===== src/rtl/scroll_pkg.sv =====
package scroll_pkg;

    typedef enum logic [1:0] {
        POS_LEFT  = 2'd0,
        POS_MID_L = 2'd1,
        POS_MID_R = 2'd2,
        POS_RIGHT = 2'd3
    } pos_t;

    localparam int NUM_POS   = 4;
    localparam int SEG_LINES = 7;
    localparam int HEX_W     = 4;

endpackage


===== src/rtl/rate_divider.sv =====
module rate_divider #(
    parameter int DIV_WIDTH = 25,
    parameter int TICK_BIT  = 24
) (
    input  logic clk,
    input  logic rst,
    output logic step_en
);
    logic [DIV_WIDTH-1:0] div_cnt;
    logic                 tap_prev;

    generate
        if (TICK_BIT >= DIV_WIDTH) begin : g_bad_tap
            initial $error("rate_divider: TICK_BIT must be below DIV_WIDTH");
        end
    endgenerate

    // free-running divider
    always_ff @(posedge clk or posedge rst) begin
        if (rst) div_cnt <= '0;
        else     div_cnt <= div_cnt + 1'b1;
    end

    // one-cycle enable on the rising edge of the chosen bit
    always_ff @(posedge clk or posedge rst) begin
        if (rst) tap_prev <= 1'b0;
        else     tap_prev <= div_cnt[TICK_BIT];
    end

    assign step_en = div_cnt[TICK_BIT] & ~tap_prev;

endmodule


===== src/rtl/scroll_fsm.sv =====
module scroll_fsm
    import scroll_pkg::*;
(
    input  logic               clk,
    input  logic               rst,
    input  logic               step_en,
    output logic [NUM_POS-1:0] an_n,
    output logic               wrap
);
    pos_t state_q, state_d;

    // state register
    always_ff @(posedge clk or posedge rst) begin
        if (rst) state_q <= POS_LEFT;
        else     state_q <= state_d;
    end

    // transitions
    always_comb begin
        state_d = state_q;
        if (step_en) begin
            unique case (state_q)
                POS_LEFT:  state_d = POS_MID_L;
                POS_MID_L: state_d = POS_MID_R;
                POS_MID_R: state_d = POS_RIGHT;
                POS_RIGHT: state_d = POS_LEFT;
                default:   state_d = POS_LEFT;
            endcase
        end
    end

    // outputs: one active-low enable, bit 3 leftmost
    always_comb begin
        wrap = 1'b0;
        unique case (state_q)
            POS_LEFT:  an_n = 4'b0111;
            POS_MID_L: an_n = 4'b1011;
            POS_MID_R: an_n = 4'b1101;
            POS_RIGHT: begin
                an_n = 4'b1110;
                wrap = step_en;
            end
            default:   an_n = 4'b0111;
        endcase
    end

endmodule


===== src/rtl/hex_digit_reg.sv =====
module hex_digit_reg
    import scroll_pkg::*;
(
    input  logic             clk,
    input  logic             rst,
    input  logic             advance,
    output logic [HEX_W-1:0] digit
);
    always_ff @(posedge clk or posedge rst) begin
        if (rst)          digit <= '0;
        else if (advance) digit <= digit + 1'b1;  // F rolls to 0
    end
endmodule


===== src/rtl/seg_decoder.sv =====
module seg_decoder
    import scroll_pkg::*;
(
    input  logic [HEX_W-1:0]     digit,
    output logic [SEG_LINES-1:0] seg_n
);
    logic [SEG_LINES-1:0] lit;  // {g,f,e,d,c,b,a}, 1 = on

    always_comb begin
        unique case (digit)
            4'h0: lit = 7'h3F;
            4'h1: lit = 7'h06;
            4'h2: lit = 7'h5B;
            4'h3: lit = 7'h4F;
            4'h4: lit = 7'h66;
            4'h5: lit = 7'h6D;
            4'h6: lit = 7'h7D;
            4'h7: lit = 7'h07;
            4'h8: lit = 7'h7F;
            4'h9: lit = 7'h6F;
            4'hA: lit = 7'h77;
            4'hB: lit = 7'h7C;
            4'hC: lit = 7'h39;
            4'hD: lit = 7'h5E;
            4'hE: lit = 7'h79;
            4'hF: lit = 7'h71;
            default: lit = 7'h3F;
        endcase
    end

    assign seg_n = ~lit;
endmodule


===== src/rtl/hex_scroll_display.sv =====
module hex_scroll_display
    import scroll_pkg::*;
#(
    parameter int DIV_WIDTH = 25,
    parameter int TICK_BIT  = 24
) (
    input  logic       clk,
    input  logic       rst,
    output logic [6:0] seg_n,
    output logic [3:0] an_n
);
    logic             step_en;
    logic             wrap;
    logic [HEX_W-1:0] digit;

    rate_divider #(
        .DIV_WIDTH (DIV_WIDTH),
        .TICK_BIT  (TICK_BIT)
    ) u_div (
        .clk     (clk),
        .rst     (rst),
        .step_en (step_en)
    );

    scroll_fsm u_fsm (
        .clk     (clk),
        .rst     (rst),
        .step_en (step_en),
        .an_n    (an_n),
        .wrap    (wrap)
    );

    hex_digit_reg u_digit (
        .clk     (clk),
        .rst     (rst),
        .advance (wrap),
        .digit   (digit)
    );

    seg_decoder u_dec (
        .digit (digit),
        .seg_n (seg_n)
    );

endmodule


===== config.mk =====
export PLATFORM = sky130hd
export DESIGN_NAME = hex_scroll_display
export DESIGN_NICKNAME = d
export VERILOG_FILES = /design/src/rtl/scroll_pkg.sv /design/src/rtl/rate_divider.sv /design/src/rtl/scroll_fsm.sv /design/src/rtl/hex_digit_reg.sv /design/src/rtl/seg_decoder.sv /design/src/rtl/hex_scroll_display.sv
export SDC_FILE = /design/constraint.sdc
export NUM_CORES = 1
export LEC_CHECK = 0
export ABC_CLOCK_PERIOD_IN_PS = 3180
export CORE_MARGIN = 1.5
export CORE_UTILIZATION = 35
export DETAILED_ROUTE_END_ITERATION = 8
export DONT_BUFFER_PORTS = 1
export GPL_TIMING_DRIVEN = 0
export SLEW_MARGIN = 40
export SYNTH_ARGS = -nofsm -noshare
export SYNTH_HDL_FRONTEND = slang
export SYNTH_SLANG_ARGS = --single-unit

===== constraint.sdc =====
create_clock -name clk -period 3.18 [get_ports clk]
set_input_delay 0.318 -clock clk [delete_from_list [all_inputs] [get_ports clk]]
set_output_delay 0.318 -clock clk [all_outputs]
set_load 0.05 [all_outputs]

==> flow_summary_export.csv <==
group,metric,value,unit
timing,rsz0062_at_grt,"no",
cells_and_area,area_delta_synth_final,11.2,%
timing,hold_viol_final,0,
cts,cts_root_buffer,"clkbuf_8",
route,post-route-drc-count,0,
die,die_x,72.4,µm
die,dieArea,5240,µm²
placement,hpwl,2010,µm
critical_path,crit_path_start_kind,"register",
grt,grt.overflow.total,0,
critical_path,crit_family,"simple AND/OR/NAND/NOR gates",
timing,clock_skew,0.00542,ns
critical_path,crit_fanout,7,
timing,slew_viol_final,0,
timing,fin_crit,2.25,ns
yosys,ys_ff_latch,32,
timing,worst_slew_pin_slew,0.674,ns
cts,cts_hold_buffers,0,
cts,cts_resized,0,
timing,fmax,445,MHz
grt,grt_usage,12.2,%
cells_and_area,stdcell_count,214,
critical_path,r2r_start,"u_div.div_cnt[0]",
grt,grt_pass1_vias,1109,
yosys,synthFlopType,"dfrtp_1",
route,viasPerCell,5.00,
critical_path,crit_start,"u_digit.digit[1]",
cts,cts_num_sinks,32,
yosys,synth_edf_count,0,
route,wirelength,2760,µm
yosys,synth_top_area_share,47.5,%
yosys,async_flop_share,100,%
die,initial_utilization,35.9,%
power,powerDensity,388,nW/µm²
yosys,synth_warnings,0,
critical_path,cp_num_buf_inv,1,
power,p_leak,0.884,nW
yosys,synthTopCellsByArea,"dfrtp_1 48%, ha_1 9.7%, xnor2_1 9.4%, xor2_1 4.2%, nand3_1 3.3%",
cells_and_area,drive_gt1_share,11.9,%
power,ir_drop,337,µV
die,core,4690,µm²
cts,clk_pin_slew,0.07,ns
critical_path,crit_path_end_kind,"output pin",
worst_hold_path,hold_path_class,"primary input to asynchronous set/reset pin",
cells_and_area,nets,174,
timing,finalSetupTns,0,ns
placement,place_inst,206,
timing,final-setup-viol-count,0,
cts,postCtsSetupRepairBufs,0,
cts,clockBufferDepth,2,
run,maxCapViolCount,0,
cts,cts_tree,"done",
yosys,syn_nets,167,
yosys,synth.cell_area,1690,µm²
yosys,synth_top_cell_by_area,"dfrtp_1",
die,ios,13,
critical_path,critPathMaxStageDelay,0.48,ns
grt,grt_max_degree,33,
route,wl_per_cell,12.9,µm
die,row_count,25,
grt,antenna_found_initial,0,
cts,htreeDepth,2,
route,vias,1071,
placement,routabilityCongestion,0.802,
placement,io_buffers,0,
yosys,avgSynthCellArea,11.1,µm²
route,drt_iter0_markers,14,
yosys,yosysSeqAreaShare,47.5,%
critical_path,worstPathArrival,1.93,ns
yosys,syn_inst,152,
cts,clk_latency,0.28,ns
route,antenna_left,0,
cells_and_area,diodes,0,
critical_path,worstReg2RegEnd,"u_div.div_cnt[20]",
yosys,yosysMostFrequentCell,"dfrtp_1",
critical_path,reg2reg_depth,5,
yosys,synth_common_cells,"32 x dfrtp_1, 18 x xnor2_1, 14 x nand2_1",
critical_path,critPathSlowestCell,"or3b_2",
die,die_y,72.4,µm
route,first_pass_iters,4,
critical_path,path_class,"register to output pin",
critical_path,crit_required,2.86,ns
timing,period_share,70.7,%
critical_path,rrSetupSlack,1.57,ns
yosys,ys_types,28,
run_status,outcome,"complete, no violations",
critical_path,crit_chain,"inv_1, ha_1, nor2b_1, or3b_2, o21ai_2",
grt,grt_pass1_wl,4880,µm
timing,slew_headroom,54.9,%
cts,cts_buffers,5,
==> layer usage <==
layer  up-vias  wire [µm]  part of all wire [%]  global-route usage (%)
met1       524       1220                    44                    13.8
met5         -          0                     0                       0
met2        18       1400                    51                    20.1
met3         2        117                   4.2                    4.58
met4         0         26                  0.94                    6.29
li1        527          -                     -                       -
==> report_power, final <==
part	internal, mW	switching (mW)
Combinational	0.000149	0.00744
Clock	0.172	0.141
Sequential	0.407	0
Total	0.580	0.148
==> cells in the final DEF (no fill, tap or decap), drive strengths merged, types with 3 or more instances in the layout <==
master,count
and3,3
and4,4
clkbuf,7
dfrtp,32
ha,13
inv,11
nand2,14
nand3,11
nand4,5
nor2,9
nor2b,3
o21ai,5
xnor2,18
xor2,8
==> cell type report <==
type	count	area (µm²)
flip-flops and latches	32	801
well taps	54	67.6
clock inverters	2	10.0
clock buffers	6	82.6
inverters	11	41.3
multi-input cells	106	860
plain buffers	3	12.5
fillers	460	2820
==> cell families after synthesis <==
| group | count (synthesis) | synth area share, % |
|---|---|---|
| compound gates | 10 | 4.01 |
| xor+xnor | 26 | 13.5 |
| fa+ha+maj | 13 | 9.65 |
| buf+inv | 14 | 3.19 |
| flops | 32 | 47.5 |
| mux | 3 | 2.52 |
| simple gates | 54 | 19.6 |
==> flip-flops by register name, indices dropped and copies added (netlist names) <==
name            count
u_fsm.state_q       2
u_div.tap_prev      1
u_digit.digit       4
u_div.div_cnt      25
==> how the worst max path moves through the flow <==
stage | slack [ns] | end | cells after the start
floorplan | 0.78 | seg_n[4] | 4
global placement | 0.67 | seg_n[4] | 4
detailed placement | 1.24 | seg_n[0] | 5
CTS | 0.92 | seg_n[0] | 5
global route | 0.80 | seg_n[0] | 5
finish | 0.93 | seg_n[0] | 5
==> through the flow <==
| stage | hold slack, ns | instance area (µm²) | setup slack, ns | total power, mW | util (%) |
|---|---|---|---|---|---|
| 6_report | 0.00871 | 1870 | 0.932 | 0.728 | 39.9 |
| 5_1_grt | 0.0462 | 1870 | 0.795 | 0.770 | 39.9 |
| 3_5_place_dp | 0.336 | 1780 | 1.24 | 0.423 | 38.0 |
| 3_3_place_gp | 0.403 | 1750 | 0.669 | 0.423 | 37.4 |
| 4_1_cts | 0.0201 | 1870 | 0.917 | 0.747 | 39.9 |
| 2_1_floorplan | 0.386 | 1690 | 0.782 | 0.421 | - |
Power figures use the tool's default switching activity.
